`src/rtl/xfi_pkg.sv`:
```
package xfi_pkg;
  localparam logic [3:0] A_TX_THR = 4'd0;
  localparam logic [3:0] A_RX_THR = 4'd1;
  localparam logic [3:0] A_MASK   = 4'd2;
  localparam logic [3:0] A_CLEAR  = 4'd3;
  localparam logic [3:0] A_DMA_EN = 4'd4;
  localparam logic [3:0] A_TX_WM  = 4'd5;
  localparam logic [3:0] A_RX_WM  = 4'd6;
  localparam logic [3:0] A_TX_LVL = 4'd7;
  localparam logic [3:0] A_RX_LVL = 4'd8;
  localparam logic [3:0] A_RAW    = 4'd9;
  localparam logic [3:0] A_MSKD   = 4'd10;
  localparam logic [3:0] A_STAT   = 4'd11;

  // sticky error slot indices
  localparam int E_TX_OVF = 0;
  localparam int E_RX_UNF = 1;
  localparam int E_RX_OVF = 2;
  localparam int N_ERR    = 3;

  // level at or below a limit (low-water style)
  function automatic logic lvl_at_or_below(input logic [15:0] lvl, input logic [15:0] lim);
    return lvl <= lim;
  endfunction

  // level strictly above a limit (high-water style)
  function automatic logic lvl_above(input logic [15:0] lvl, input logic [15:0] lim);
    return lvl > lim;
  endfunction

  // expand a clear-register write into per-error clear strobes
  function automatic logic [N_ERR-1:0] clear_decode(input logic [3:0] c);
    logic [N_ERR-1:0] r;
    r[E_TX_OVF] = c[0] | c[3];
    r[E_RX_UNF] = c[0] | c[1];
    r[E_RX_OVF] = c[0] | c[2];
    return r;
  endfunction
endpackage

```
`src/rtl/xfi_level_counter.sv`:
```
module xfi_level_counter #(
  parameter int DEPTH = 16,
  parameter int LVL_W = $clog2(DEPTH + 1)
) (
  input  logic             clk,
  input  logic             rst_n,
  input  logic             push,
  input  logic             pop,
  output logic [LVL_W-1:0] level,
  output logic             full,
  output logic             empty,
  output logic             drop,
  output logic             starve
);
  localparam logic [LVL_W-1:0] TOP = LVL_W'(DEPTH);

  logic inc, dec;

  assign full   = (level == TOP);
  assign empty  = (level == '0);
  assign drop   = push & full;
  assign starve = pop & empty;
  assign inc    = push & ~full;
  assign dec    = pop & ~empty;

  always_ff @(posedge clk or negedge rst_n) begin
    if (!rst_n)          level <= '0;
    else if (inc && !dec) level <= level + 1'b1;
    else if (dec && !inc) level <= level - 1'b1;
  end

  // occupancy never exceeds the depth
  a_r1_level_bound: assert property (@(posedge clk) disable iff (!rst_n)
    level <= TOP);
  // a dropped push with no pop leaves the level alone
  a_r3_drop_holds: assert property (@(posedge clk) disable iff (!rst_n)
    (drop && !pop) |=> $stable(level));
  // an empty pop with no push leaves the level alone
  a_r2_starve_holds: assert property (@(posedge clk) disable iff (!rst_n)
    (starve && !push) |=> $stable(level));
  // an accepted lone push raises the level by one
  a_r1_push_moves: assert property (@(posedge clk) disable iff (!rst_n)
    (push && !full && !pop) |=> (level == $past(level) + 1'b1));
endmodule

```
`src/rtl/xfi_sticky_err.sv`:
```
module xfi_sticky_err #(
  parameter int N = 3
) (
  input  logic         clk,
  input  logic         rst_n,
  input  logic [N-1:0] set,
  input  logic [N-1:0] clr,
  output logic [N-1:0] q
);
  for (genvar gi = 0; gi < N; gi++) begin : g_bit
    always_ff @(posedge clk or negedge rst_n) begin
      if (!rst_n)       q[gi] <= 1'b0;
      else if (set[gi]) q[gi] <= 1'b1;
      else if (clr[gi]) q[gi] <= 1'b0;
    end

    // a new error wins over a clear in the same cycle
    a_r4_set_wins: assert property (@(posedge clk) disable iff (!rst_n)
      set[gi] |=> q[gi]);
    // a clear without a new error empties the bit
    a_r4_clear_takes: assert property (@(posedge clk) disable iff (!rst_n)
      (clr[gi] && !set[gi]) |=> !q[gi]);
    // with neither, the bit holds
    a_r4_holds: assert property (@(posedge clk) disable iff (!rst_n)
      (!set[gi] && !clr[gi]) |=> $stable(q[gi]));
  end
endmodule

```
`src/rtl/xfi_cfg_regs.sv`:
```
module xfi_cfg_regs
  import xfi_pkg::*;
#(
  parameter int LVL_W = 5,
  parameter int REG_W = 8
) (
  input  logic             clk,
  input  logic             rst_n,
  input  logic             we,
  input  logic [3:0]       addr,
  input  logic [REG_W-1:0] wdata,
  output logic [LVL_W-1:0] tx_thr,
  output logic [LVL_W-1:0] rx_thr,
  output logic [4:0]       mask,
  output logic [1:0]       dma_en,
  output logic [LVL_W-1:0] tx_wm,
  output logic [LVL_W-1:0] rx_wm,
  output logic [N_ERR-1:0] err_clr
);
  logic unused_wdata;
  assign unused_wdata = ^wdata;

  assign err_clr = (we && addr == A_CLEAR) ? clear_decode(wdata[3:0]) : '0;

  always_ff @(posedge clk or negedge rst_n) begin
    if (!rst_n) begin
      tx_thr <= '0;
      rx_thr <= '0;
      mask   <= '0;
      dma_en <= '0;
      tx_wm  <= '0;
      rx_wm  <= '0;
    end else if (we) begin
      case (addr)
        A_TX_THR: tx_thr <= wdata[LVL_W-1:0];
        A_RX_THR: rx_thr <= wdata[LVL_W-1:0];
        A_MASK:   mask   <= wdata[4:0];
        A_DMA_EN: dma_en <= wdata[1:0];
        A_TX_WM:  tx_wm  <= wdata[LVL_W-1:0];
        A_RX_WM:  rx_wm  <= wdata[LVL_W-1:0];
        default: ;
      endcase
    end
  end

  // a write elsewhere never changes the mask
  a_r10_mask_guard: assert property (@(posedge clk) disable iff (!rst_n)
    !(we && addr == A_MASK) |=> $stable(mask));
endmodule

```
`src/rtl/xfi_top.sv`:
```
module xfi_top
  import xfi_pkg::*;
#(
  parameter int DEPTH = 16,
  parameter int LVL_W = $clog2(DEPTH + 1),
  parameter int REG_W = 8
) (
  input  logic             clk,
  input  logic             rst_n,
  input  logic             tx_push,
  input  logic             tx_pop,
  input  logic             rx_push,
  input  logic             rx_pop,
  input  logic             engine_busy,
  input  logic             reg_we,
  input  logic [3:0]       reg_addr,
  input  logic [REG_W-1:0] reg_wdata,
  output logic [REG_W-1:0] reg_rdata,
  output logic [LVL_W-1:0] tx_level,
  output logic [LVL_W-1:0] rx_level,
  output logic [4:0]       status,
  output logic [4:0]       raw_irq,
  output logic [4:0]       masked_irq,
  output logic             irq,
  output logic             tx_dma_req,
  output logic             rx_dma_req
);
  // named internal events
  logic tx_full, tx_empty, tx_drop, tx_starve;
  logic rx_full, rx_empty, rx_drop, rx_starve;
  logic [LVL_W-1:0] tx_thr, rx_thr, tx_wm, rx_wm;
  logic [4:0]       mask;
  logic [1:0]       dma_en;
  logic [N_ERR-1:0] err_set, err_clr, err_q;
  logic             tx_low_hit, rx_high_hit;
  logic             unused_tx_starve;

  assign unused_tx_starve = tx_starve;

  xfi_level_counter #(.DEPTH(DEPTH), .LVL_W(LVL_W)) u_txc (
    .clk(clk), .rst_n(rst_n), .push(tx_push), .pop(tx_pop),
    .level(tx_level), .full(tx_full), .empty(tx_empty),
    .drop(tx_drop), .starve(tx_starve));

  xfi_level_counter #(.DEPTH(DEPTH), .LVL_W(LVL_W)) u_rxc (
    .clk(clk), .rst_n(rst_n), .push(rx_push), .pop(rx_pop),
    .level(rx_level), .full(rx_full), .empty(rx_empty),
    .drop(rx_drop), .starve(rx_starve));

  xfi_cfg_regs #(.LVL_W(LVL_W), .REG_W(REG_W)) u_cfg (
    .clk(clk), .rst_n(rst_n), .we(reg_we), .addr(reg_addr), .wdata(reg_wdata),
    .tx_thr(tx_thr), .rx_thr(rx_thr), .mask(mask), .dma_en(dma_en),
    .tx_wm(tx_wm), .rx_wm(rx_wm), .err_clr(err_clr));

  always_comb begin
    err_set           = '0;
    err_set[E_TX_OVF] = tx_drop;
    err_set[E_RX_UNF] = rx_starve;
    err_set[E_RX_OVF] = rx_drop;
  end

  xfi_sticky_err #(.N(N_ERR)) u_err (
    .clk(clk), .rst_n(rst_n), .set(err_set), .clr(err_clr), .q(err_q));

  assign tx_low_hit  = lvl_at_or_below(16'(tx_level), 16'(tx_thr));
  assign rx_high_hit = lvl_above(16'(rx_level), 16'(rx_thr));

  assign raw_irq    = {rx_high_hit, err_q[E_RX_OVF], err_q[E_RX_UNF],
                       err_q[E_TX_OVF], tx_low_hit};
  assign masked_irq = raw_irq & mask;
  assign irq        = |masked_irq;
  assign status     = {rx_full, rx_empty, tx_empty, tx_full, engine_busy};

  assign tx_dma_req = dma_en[1] & lvl_at_or_below(16'(tx_level), 16'(tx_wm));
  assign rx_dma_req = dma_en[0] & lvl_above(16'(rx_level), 16'(rx_wm));

  always_comb begin
    case (reg_addr)
      A_TX_THR: reg_rdata = REG_W'(tx_thr);
      A_RX_THR: reg_rdata = REG_W'(rx_thr);
      A_MASK:   reg_rdata = REG_W'(mask);
      A_DMA_EN: reg_rdata = REG_W'(dma_en);
      A_TX_WM:  reg_rdata = REG_W'(tx_wm);
      A_RX_WM:  reg_rdata = REG_W'(rx_wm);
      A_TX_LVL: reg_rdata = REG_W'(tx_level);
      A_RX_LVL: reg_rdata = REG_W'(rx_level);
      A_RAW:    reg_rdata = REG_W'(raw_irq);
      A_MSKD:   reg_rdata = REG_W'(masked_irq);
      A_STAT:   reg_rdata = REG_W'(status);
      default:  reg_rdata = '0;
    endcase
  end

  // no bit passes the mask that the mask does not allow
  a_r7_mask_gate: assert property (@(posedge clk) disable iff (!rst_n)
    (masked_irq & ~mask) == 5'b0);
  // the line follows the masked vector
  a_r7_irq_line: assert property (@(posedge clk) disable iff (!rst_n)
    irq == (masked_irq != 5'b0));
  // disabled channels never request
  a_r9_tx_dma_gate: assert property (@(posedge clk) disable iff (!rst_n)
    !dma_en[1] |-> !tx_dma_req);
  a_r9_rx_dma_gate: assert property (@(posedge clk) disable iff (!rst_n)
    !dma_en[0] |-> !rx_dma_req);
  // a FIFO is never full and empty at once
  a_r8_flag_excl: assert property (@(posedge clk) disable iff (!rst_n)
    !(status[1] && status[2]) && !(status[3] && status[4]));
  // a dropped transmit push leaves the overflow bit set next cycle
  a_r1_tx_ovf_sets: assert property (@(posedge clk) disable iff (!rst_n)
    tx_drop |=> raw_irq[1]);
endmodule

```
`config.mk`:
```
export PLATFORM = sky130hd
export DESIGN_NAME = xfi_top
export DESIGN_NICKNAME = d
export VERILOG_FILES = /design/src/rtl/xfi_pkg.sv /design/src/rtl/xfi_level_counter.sv /design/src/rtl/xfi_sticky_err.sv /design/src/rtl/xfi_cfg_regs.sv /design/src/rtl/xfi_top.sv
export SDC_FILE = /design/constraint.sdc
export NUM_CORES = 1
export LEC_CHECK = 0
export BUFFER_PORTS_ARGS = -buffer_cell sky130_fd_sc_hd__buf_2
export CORE_MARGIN = 5
export CORE_UTILIZATION = 50
export DETAILED_ROUTE_END_ITERATION = 10
export PLACE_DENSITY_LB_ADDON = 0.1
export SLEW_MARGIN = 20
export SYNTH_ARGS = -nofsm -noshare
export SYNTH_HDL_FRONTEND = slang
export SYNTH_SLANG_ARGS = --single-unit
```
`constraint.sdc`:
```
create_clock -name clk -period 3.33 [get_ports clk]
set_clock_uncertainty 0.1 [all_clocks]
set_input_delay 0.1665 -clock clk [delete_from_list [all_inputs] [get_ports clk]]
set_output_delay 0.1665 -clock clk [all_outputs]
set_load 0.005 [all_outputs]
```
* After elaboration in Yosys (flattened, before gate mapping)
Index checks and enable logic that the tools add are counted.
Word-level totals: input port bits 20, output and inout port bits 36, word-level logic and storage cells 85, register bits 40
Cells by class: reductions and logical operators 24, bitwise logic cells 17, magnitude comparators 4, add/subtract/negate cells 4, muxes and demuxes 12, eq/ne operators 13
Operators with widths (count):
- $pmux 5 s11 | 1
- $mux 5 | 4
- $eq 4x3->1 const B | 4
- $eq 4x4->1 const B | 4
- $reduce_and 2->1 | 6
- $add 5x1->5 const B | 2
- $eq 5x5->1 const B | 2
- $gt 5x5->1 | 2
- $le 5x5->1 | 2
- $logic_not 5->1 | 2
- $reduce_bool 2->1 | 5
- $sub 5x1->5 const B | 2
- $and 1x1->1 | 9
- $eq 4x2->1 const B | 2
- $mux 1 | 6
- $and 5x5->5 | 1
- $logic_and 1x1->1 | 5
- $reduce_or 5->1 | 1
- $eq 4x1->1 const B | 1
- $logic_not 1->1 | 4
- $logic_not 4->1 | 1
- $not 1->1 | 4
- $mux 3 | 1
- $or 1x1->1 | 3

* Longest topological paths before layout
Gate-level depths: netlist (run 1).
depth after elaboration 7, mapped depth 11, depth with buffers taken out 11

* Hierarchy
A second synthesis (run 1) with hierarchy kept.
Second synthesis, totals: cells, all modules 342, area total of the unflattened synthesis 3235.6 µm²
By module, submodules not included:
- xfi_top | cells each 173, times used 1, seq. area each 0.0 µm², area each 1193.6 µm²
- xfi_cfg_regs | cells each 70, times used 1, seq. area each 675.6 µm², area each 1082.3 µm²
- xfi_level_counter | cells each 45, times used 2, seq. area each 125.1 µm², area each 425.4 µm²
- xfi_sticky_err | cells each 9, times used 1, seq. area each 75.1 µm², area each 108.9 µm²

* Worst setup path after synthesis (run 1)
Ideal clock, no wire load.
path kind reg2reg, start point register u_rxc.level[1], end point register u_rxc.level[4], stages on the path, launching flop included 12, period minus slack after synthesis 2638 ps, arrival time 2410 ps, path slack 692 ps, path through dfrtp_1 -> nor4_1 -> nor2b_1 -> nand2b_1 -> ha_1 -> inv_1 -> fa_1 -> a21o_1 -> a21oi_1 -> xnor2_1 -> nor2_1 -> xor2_1
Between the ends: word-level cells in the longest chain between the ends 6, elaborated cells between the ends (all ways) 15, classes of those cells add/sub: 2; eq/ne: 1; mux: 2; bitwise: 4; reduce/logical: 6
RTL lines:
- start, declared | line xfi_level_counter.sv:9 | output logic [LVL_W-1:0] level,
- start signal, assigned | line xfi_level_counter.sv:28 | else if (inc && !dec) level <= level + 1'b1;
- start signal, assigned | line xfi_level_counter.sv:29 | else if (dec && !inc) level <= level - 1'b1;
- $logic_not 5->1 * | line xfi_level_counter.sv:20 | assign empty = (level == '0);
- via rx_empty | line xfi_top.sv:30 | logic rx_full, rx_empty, rx_drop, rx_starve;
- $not 1->1 * | line xfi_level_counter.sv:24 | assign dec = pop & ~empty;
- $and 1x1->1 * | line xfi_level_counter.sv:24
- $logic_not 1->1 | line xfi_level_counter.sv:28
- $logic_and 1x1->1 | line xfi_level_counter.sv:28
- $mux 5 or $reduce_bool 2->1 (tied branches)
The timed path passes the listed nets; every way through them passes the cells marked *. The select of a mux whose other input is x is not followed. A chain may end at the register's enable or synchronous reset.

* Worst setup path in the final report (run 1)
start point register u_txc.level[2], end point output irq
Between the ends: word-level cells in the longest chain between the ends 3
RTL lines:
- start, declared | line xfi_level_counter.sv:9
- start signal, assigned | line xfi_level_counter.sv:28
- start signal, assigned | line xfi_level_counter.sv:29
- $le 5x5->1 | line xfi_pkg.sv:23 | return lvl <= lim;
- $and 5x5->5 | line xfi_top.sv:70 | assign masked_irq = raw_irq & mask;
- $reduce_or 5->1 | line xfi_top.sv:71 | assign irq = |masked_irq;
- end, declared | line xfi_top.sv:24 | output logic irq,
Every way passes these cells.

==> results.md, run 1 <==
Finish:
- The post-route core utilization is 0.576.
- The most common cell after layout, fill and taps aside is sky130_fd_sc_hd__buf_2.
- The proportion of layout cells with a drive suffix above 1 is 0.273.
- Leaving out fill and tap cells, the most frequent cells in the layout are sky130_fd_sc_hd__buf_2 (49), sky130_fd_sc_hd__dfrtp_1 (40), sky130_fd_sc_hd__ha_1 (31).
- The area growth from synthesis to layout is 13.1%.
- The net total in the final layout is approximately 410.
- The filler cells instantiated in the layout total 550.
- The number of antenna diodes is 0.

Logic synthesis:
- The sequential cell area fraction in the yosys report is 0.336.
- The share of synthesized flip-flops with an asynchronous set or reset is 1.00.
- The number of unique standard cell types used by synthesis is 49.
- The count of warnings emitted by yosys is 0.
- The mapped netlist covers about 0.003 mm^2.
- The number of cells produced by synthesis is around 310.
- Synthesis inferred 40 register bits.
- The average size of a mapped cell is 9.58 um^2.
- The synthesized design contains 0 enable-type register cells.
- The main flop type after synthesis is sky130_fd_sc_hd__dfrtp_1.

Timing:
- For the pin with the worst max-slew slack, the measured transition is ~930 ps.
- Setup repair after global routing left no endpoint under its margin.
- The final-report hold violation count is 0.
- Dividing the final minimum period by the clock period gives 0.878.
- The total negative setup slack is 0 ps.
- For this run, the top clock speed supported by timing is between 300 and 400 MHz.
- The number of failing setup endpoints in the final timing report is 0.
- The count of final max-slew check failures is 0.
- Counting I/O delays and the setup requirement, the final critical path takes 2920 ps.
- The max-slew headroom at the worst pin is 0.378.

Power and ir drop:
- IR analysis of the VDD net gives a maximum drop of between 0.3 and 0.4 mV.
- The analysis attributes to cell leakage a power of approximately 1.6 nW.
- The power per unit of standard cell area is between 700 and 800 mW/mm^2.

Clock network:
- The number of cells upsized or downsized after cts is 0.
- The post-CTS setup repair buffer count is 0.
- The H-tree depth is 2.
- The later pin in the worst-skew pair is clocked with a latency of ~300 ps.
- The clock tree from TritonCTS is done.
- The cell at the root of the clock tree is sky130_fd_sc_hd__clkbuf_8.
- After clock tree synthesis, the clock-pin slew on the worst setup and hold paths is roughly 80 ps.
- In this run the deepest clock path goes through 2 buffers.
- The total number of clock tree sinks is 40.
- The total clock buffers created by CTS is 5.

Global routing:
- The via count of the first global-routing pass is 2434.
- The initial antenna violation count is 0.
- The first global-routing pass estimated around 13000 um of wire.
- The maximum number of pins on one net before global-route repair is between 40 and 50.
- The total grt overflow is 0.
- For this run, the total global-route usage over all layers was measured as 0.217.

Route:
- The via count is about 2.4k.
- The number of DRC violations after detailed-routing iteration 0 is approximately 160.
- In the final routed layout, each cell accounts on average for roughly 18 um.
- Before antenna repair, the detailed router went through 5 iterations.
- In this run the remaining antenna-violating nets after routing total 0.
- Using the TritonRoute via totals, the vias-per-cell ratio works out to about 5.6.
- The final routed DRC violation total is 0.
- Wires add up to around 7800 um.

Setup path:
- The register-to-register setup slack is about 430 ps.
- Traced cell by cell, the critical path runs through ha_1 > and3_1 > mux2_2 > a31o_2 > and2_4 > or4_4 > buf_2.
- The startpoint identified for the worst register-to-register timing path is u_rxc.level[0].
- The worst-path maximum fanout is 7.
- The number of cells traversed by the worst register-to-register path is 11.
- STA classifies the critical path startpoint as a flip-flop.
- The worst setup path is captured at an output pin.
- The largest individual stage delay along the critical path comes from the cell sky130_fd_sc_hd__dfrtp_1.
- The type of the worst setup path is reg -> out.
- At the worst endpoint, the arrival time is 2660 ps.
- The largest stage delay on the critical path is ~500 ps.
- At the worst endpoint, the required time is about 3000 ps.
- The endpoint identified for the worst register-to-register timing path is u_rxc.level[4].

Outcome:
- The flow ran to the end, and the final reports show no timing, DRC or antenna violations.

Place:
- Detailed placement finished with a half-perimeter wire length of ~5800 um.
- Routability-driven placement finished with a final weighted congestion of about 0.84.
- Port buffering added around 50 buffers.

Floorplanning:
- 56 I/O pins were placed.
- The total area inside the core boundary comes to between 0.005 and 0.006 mm^2.
- The die boundary width is a little under 90 um.
- After floorplanning, the core was divided into 28 placement rows.
- The initial core utilization is 0.509.
- The die covers 0.00760 mm^2.
- The die is just under 90 um tall.

Min path:
- The worst hold path startpoint is tx_push.
- The depth of the worst hold-timing path is 2.
- In this run the worst hold path is classified as in -> reg.
- The worst hold path terminates at u_err.q[0].

Job:
- The max-capacitance violation count is 0.
timing repair:
| item | 4_1_cts | 5_1_grt |
|---|---|---|
| setup endpoints to repair | 0 | 0 |
| endpoints found under the hold margin | 41 | 0 |
| hold buffers | 2 | 0 |
flip-flops by register name, indices dropped and copies added, names as in the netlist:
register and cells:
u_cfg.mask 5, u_rxc.level 5, u_cfg.dma_en 2, u_txc.level 5, u_cfg.tx_wm 5, u_err.q 3, u_cfg.tx_thr 5, u_cfg.rx_thr 5
u_cfg.rx_wm 5
Yosys cell counts (2+ instances only):
cell	instances	area (um^2)
sky130_fd_sc_hd__o22ai_1	2	12.5
sky130_fd_sc_hd__clkbuf_1	10	37.5
sky130_fd_sc_hd__a211oi_1	4	30.0
sky130_fd_sc_hd__nand3_1	13	65.1
sky130_fd_sc_hd__and3_1	3	18.8
sky130_fd_sc_hd__o21ai_0	21	105
sky130_fd_sc_hd__a22o_1	4	35.0
sky130_fd_sc_hd__or2_2	3	18.8
sky130_fd_sc_hd__a22oi_1	3	22.5
sky130_fd_sc_hd__nor4_1	2	12.5
sky130_fd_sc_hd__dfrtp_1	40	1000
sky130_fd_sc_hd__a31oi_1	3	18.8
sky130_fd_sc_hd__nor2b_1	12	75.1
sky130_fd_sc_hd__buf_4	10	75.1
sky130_fd_sc_hd__xor2_1	4	35.0
sky130_fd_sc_hd__fa_1	2	40.0
sky130_fd_sc_hd__mux2_2	29	327
sky130_fd_sc_hd__nand2_1	22	82.6
sky130_fd_sc_hd__a32oi_1	3	26.3
sky130_fd_sc_hd__ha_1	31	388
sky130_fd_sc_hd__nand2b_1	5	31.3
sky130_fd_sc_hd__xnor2_1	6	52.6
sky130_fd_sc_hd__a21oi_1	13	65.1
sky130_fd_sc_hd__mux2i_1	2	20.0
sky130_fd_sc_hd__a21o_1	6	45.0
sky130_fd_sc_hd__inv_1	24	90.1
sky130_fd_sc_hd__nor2_1	5	18.8
sky130_fd_sc_hd__and2_1	7	43.8
sky130_fd_sc_hd__nand3b_1	2	15.0
logic make-up after synthesis:
| group | after synthesis | synth area share |
|---|---|---|
| buffers and inverters | 46 | 0.0710 |
| AOI/OAI and AO/OA | 68 | 0.147 |
| xor gates and xnor gates | 10 | 0.0294 |
| and+or+nand+nor | 81 | 0.147 |
| muxes | 32 | 0.124 |
| other | 1 | 0.00126 |
| adders and majority gates | 33 | 0.144 |
| DFF | 40 | 0.336 |
critical path: cells and delay by family, from the launching register on:
kind | cells | cell delay [ps]
multiplexers | 1 | 250
AND/OR/NAND/NOR | 3 | 850
adder cells (fa/ha/maj) | 1 | 360
flip-flops | 1 | 510
AO/OA/AOI/OAI | 1 | 250
buffers and inverters | 1 | 140
report_power, final:
part           leakage (nW)  total [W]  internal (W)  switching (W)
registers             0.485   0.000830      0.000648       0.000183
clock network        0.0552   0.000401      0.000223       0.000178
logic                  1.09    0.00139      0.000706       0.000688
cell type report:
cell class                 instances  area, um^2  share of cell area
clock buffer                       6        72.6              0.0215
clock inverter                     2        35.0              0.0104
tap                               75        93.8              0.0279
multi-input combinational        227        1770               0.526
sequential                        40        1000               0.297
inverter                          24        90.1              0.0267
timing repair buffer              56         303              0.0899
worst max-delay path by stage:
stage	from	endpoint	slack, ps	cells after the start
6_report	u_txc.level[2]	irq	410	7
5_1_grt	u_rxc.level[0]	u_rxc.level[4]	130	11
4_1_cts	u_txc.level[2]	irq	410	7
3_5_place_dp	u_rxc.level[0]	u_rxc.level[4]	430	11
3_3_place_gp	u_rxc.level[0]	u_rxc.level[4]	500	11
2_1_floorplan	u_rxc.level[1]	u_rxc.level[4]	690	11
routing by layer:
metal / share of wire / wire length, um / GRT usage
met5: 0 / 0 / 0
met4: 0.016 / 125 / 0.0697
met3: 0.059 / 459 / 0.0293
met2: 0.44 / 3450 / 0.344
met1: 0.48 / 3740 / 0.306
stage by stage:
stage / power [W] / cells / hold slack (ps) / area, um^2 / setup WS (ps)
floorplan: 0.00176 / 313 / -229 / 2990 / 692
global placement: 0.00219 / 420 / 251 / 3240 / 496
detailed placement: 0.00224 / 420 / 264 / 3240 / 430
CTS: 0.00264 / 430 / 1.54 / 3370 / 409
global route: 0.00288 / 430 / 10.3 / 3370 / 131
finish: 0.00263 / 430 / 0.0488 / 3370 / 406
Power figures use the tool's default switching activity.
==> inputs of run 2 (changes only) <==
==> constraint.sdc (replaced) <==
create_clock -name clk -period 3.33 [get_ports clk]
set_clock_uncertainty 0.1 [all_clocks]
set_input_delay 0.4995 -clock clk [delete_from_list [all_inputs] [get_ports clk]]
set_output_delay 0.4995 -clock clk [all_outputs]
set_load 0.005 [all_outputs]
==> run 2 against run 1 <==
Effect of this change:
- final cell count decreased by 0.70%
- combinational power down 4%
- critical endpoint unchanged
- global-route usage is essentially flat
- die area unchanged
- via count shrank 1.2%
- largest power group unchanged
- critical path type unchanged
- hold slack better by 230 ps
- highest routed layer unchanged
- routed wire length decreased by 2.0%
==> results.md, run 2 (synthesis gave the netlist of run 1 again) <==
Place:
- The worst slack at placement is 389 ps (-40.6 ps).
- The number of port buffers is 49 (unchanged).
- The routability congestion estimate is 0.886 (+5.3%).
- The detailed placement HPWL is 5870 um (+1.4%).
- The placed instance area is 0.00323 mm^2 (-0.23%).

Route:
- The via count was 2398 (-1.2%).
- The final routed DRC violation total is 0 (unchanged).
- The post-detailed-route wirelength per cell is 17.9 um (-1.3%).
- The detailed-routing iteration count for the pre-antenna-repair pass was 4 (-1).
- The total detailed-routing wirelength is 7620 um (-2.0%).
- The number of DRC violations after detailed-routing iteration 0 is 170 (+8.3%).
- The via count normalized by instance count is 5.62 (-0.50%).
- The post-detailed-route count of antenna-violating nets is 0 (unchanged).

Setup path:
- The worst setup path is captured at an output pin.
- The endpoint identified for the worst register-to-register timing path is u_rxc.level[4].
- By startpoint and endpoint, the worst setup path is classified as reg -> out.
- The slowest stage of the critical path belongs to the cell sky130_fd_sc_hd__dfrtp_1.
- The worst-path maximum fanout is 7 (unchanged).
- STA classifies the critical path startpoint as a flip-flop.
- The instance count on the critical path was 7 (unchanged).
- The origin of the critical flop-to-flop path is u_rxc.level[0].
- The data required time of the worst path was 2730 ps (-330 ps).
- The number of cells traversed by the worst register-to-register path came to 11 (unchanged).
- Traced cell by cell, the critical path runs through ha_1 > and3_1 > mux2_2 > a31o_2 > and2_4 > or4_4 > buf_2.
- The critical path arrival came to 2630 ps (-30 ps).
- The register-to-register setup slack is 400 ps (-30 ps).
- The sum of buffers and inverters on the critical path was 1 (unchanged).
- The gate family responsible for the most delay along the worst path is simple AND/OR/NAND/NOR gates.
- The largest stage delay on the critical path was 510 ps (about the same).

Timing:
- The total negative setup slack was 0 ps (unchanged).
- The max-slew headroom at the worst pin is 0.387 (+0.00875).
- The final-report hold violation count is 0 (unchanged).
- The count of final max-slew check failures came to 0 (unchanged).
- The fraction of the cycle the final worst path needs is 0.969 (+0.0910).
- The final critical delay including setup and external delays was 3230 ps (+303 ps).
- The smallest setup slack after layout is 103 ps (-303 ps).
- The top achievable clock speed is 310 MHz (-9.4%).
- The number of failing setup endpoints in the final timing report was 0 (unchanged).
- Setup repair after global routing left no endpoint under its margin.
- The actual transition at the worst max-transition pin is 919 ps (-13.1 ps).

Job:
- The max-capacitance violation count is 0 (unchanged).

Clock network:
- The number of cells upsized or downsized after cts came to 0 (unchanged).
- The clock transition at the register clock pins on the worst setup and hold paths after CTS was 90 ps (about the same).
- The total clock buffers created by CTS is 5 (unchanged).
- In this run the clock root is driven by a sky130_fd_sc_hd__clkbuf_8.
- TritonCTS built the clock tree.
- The maximum number of buffers from clock root to sink is 2 (unchanged).
- The post-CTS setup repair buffer count came to 0 (unchanged).
- The post-cts hold buffer count is 0 (-2).
- The total number of clock tree sinks is 40 (unchanged).
- The clock latency of the later-clocked register in the worst-skew pair is 290 ps (about the same).
- The H-tree depth is 2 (unchanged).

Global routing:
- The total grt overflow is 0 (unchanged).
- The wire length of the first global-routing pass is 12500 um (-1.3%).
- The maximum number of pins on one net before global-route repair is 41 (unchanged).
- The via count of the first global-routing pass is 2330 (-4.3%).
- The initial antenna violation count was 0 (unchanged).
- The total track usage came to 0.216 (-0.000482).

Finish:
- The area growth from synthesis to layout is 11.7%.
- The final cell area excluding filler cells is 0.00333 mm^2 (-1.3%).
- The post-route core utilization is 0.568 (-0.00727).
- The library cells used most frequently in the layout, excluding fill and tap cells, are sky130_fd_sc_hd__buf_2 (49), sky130_fd_sc_hd__dfrtp_1 (40), sky130_fd_sc_hd__ha_1 (31).
- The net total in the final layout came to 404 (-0.74%).
- The proportion of layout cells with a drive suffix above 1 came to 0.276 (+0.00233).
- The number of antenna diodes is 0 (unchanged).
- Leaving out fill and tap cells, the most frequent cell in the layout is sky130_fd_sc_hd__buf_2.

Power and ir drop:
- The switching component of the power was 0.00103 W (-1.4%).
- The maximum resistive drop on vdd is 0.475 mV (+22%).
- The share of power burned in combinational logic is 0.526 (-0.005).
- The proportion of power drawn by flip-flops and latches was 0.340 (+0.024).
- The switching share of power is 0.408 (+0.00837).
- The design internal power came to 0.00150 W (-4.8%).
- The clock share of power is 0.134 (-0.019).
- The cell leakage power was 1.61 nW (-1.1%).
- The power per unit of standard cell area is 762 mW/mm^2 (-2.2%).

Floorplanning:
- The overall die height came to 87.2 um (unchanged).
- The die boundary width came to 87.2 um (unchanged).
- The initial core utilization was 0.509 (unchanged).
- The total die area is 0.00760 mm^2 (unchanged).
- The I/O pin total is 56 (unchanged).
- The area of the placeable core came to 0.00585 mm^2 (unchanged).
- The number of rows created at floorplan is 28 (unchanged).

Outcome:
- The flow ran to the end, and the final reports show no timing, DRC or antenna violations.

Min path:
- The class of the tightest hold or removal check is in -> async.
run 2: cell types whose count changed in the layout (fill, tap and decap cells not counted), sizes merged:
cell and change:
dlygate4sd3 -2, bufinv -1, buf -1, clkinv +1
run 2: routing by layer:
| layer | vias to the layer above | global-route usage | share of wire |
|---|---|---|---|
| li1 | 1165 | - | - |
| met1 | 1158 | 0.320 | 0.48 |
| met2 | 70 | 0.326 | 0.45 |
| met3 | 5 | 0.0407 | 0.067 |
| met4 | 0 | 0.0530 | 0.0085 |
| met5 | - | 0 | 0 |
run 2: worst register-to-register path, stage by stage, from the launching register on:
cell	delay [ps]
sky130_fd_sc_hd__dfrtp_1	470
sky130_fd_sc_hd__nor4_1	340
sky130_fd_sc_hd__nor2b_1	310
sky130_fd_sc_hd__nand2b_1	160
sky130_fd_sc_hd__ha_1	180
sky130_fd_sc_hd__inv_1	100
sky130_fd_sc_hd__fa_1	410
sky130_fd_sc_hd__a21o_1	190
sky130_fd_sc_hd__a21oi_1	190
sky130_fd_sc_hd__xnor2_1	140
sky130_fd_sc_hd__nor2_1	60
sky130_fd_sc_hd__xor2_1	140
run 2: metrics by stage:
stage	instances	hold WS [ps]	total power, W
5_1_grt	427	302	0.00279
3_5_place_dp	419	396	0.00221
3_3_place_gp	419	390	0.00217
4_1_cts	427	263	0.00256
6_report	427	226	0.00254
2_1_floorplan	313	104	0.00176
run 2: power by group through the flow:
stage / clock (W) / combinational [W] / sequential [W]
floorplan: 0 / 0.000938 / 0.000824
global placement: 0 / 0.00131 / 0.000867
detailed placement: 0 / 0.00134 / 0.000874
CTS: 0.000346 / 0.00135 / 0.000864
global route: 0.000373 / 0.00152 / 0.000894
finish: 0.000340 / 0.00133 / 0.000863
run 2: area by class of cell:
class	count	area [um^2]
timing repair buffer	53	275
multi-input combinational	227	1770
tap	75	93.8
inverter	24	90.1
sequential	40	1000
fill	572	2520
clock inverter	2	10.0
clock buffer	6	82.6
run 2: how the worst max path moves through the flow:
| stage | slack (ps) | start | to |
|---|---|---|---|
| CTS | 90 | u_txc.level[2] | irq |
| global placement | 420 | u_txc.level[2] | irq |
| floorplan | 660 | u_txc.level[0] | irq |
| global route | 10 | u_txc.level[2] | irq |
| detailed placement | 390 | u_rxc.level[0] | u_rxc.level[4] |
| finish | 100 | u_txc.level[2] | irq |
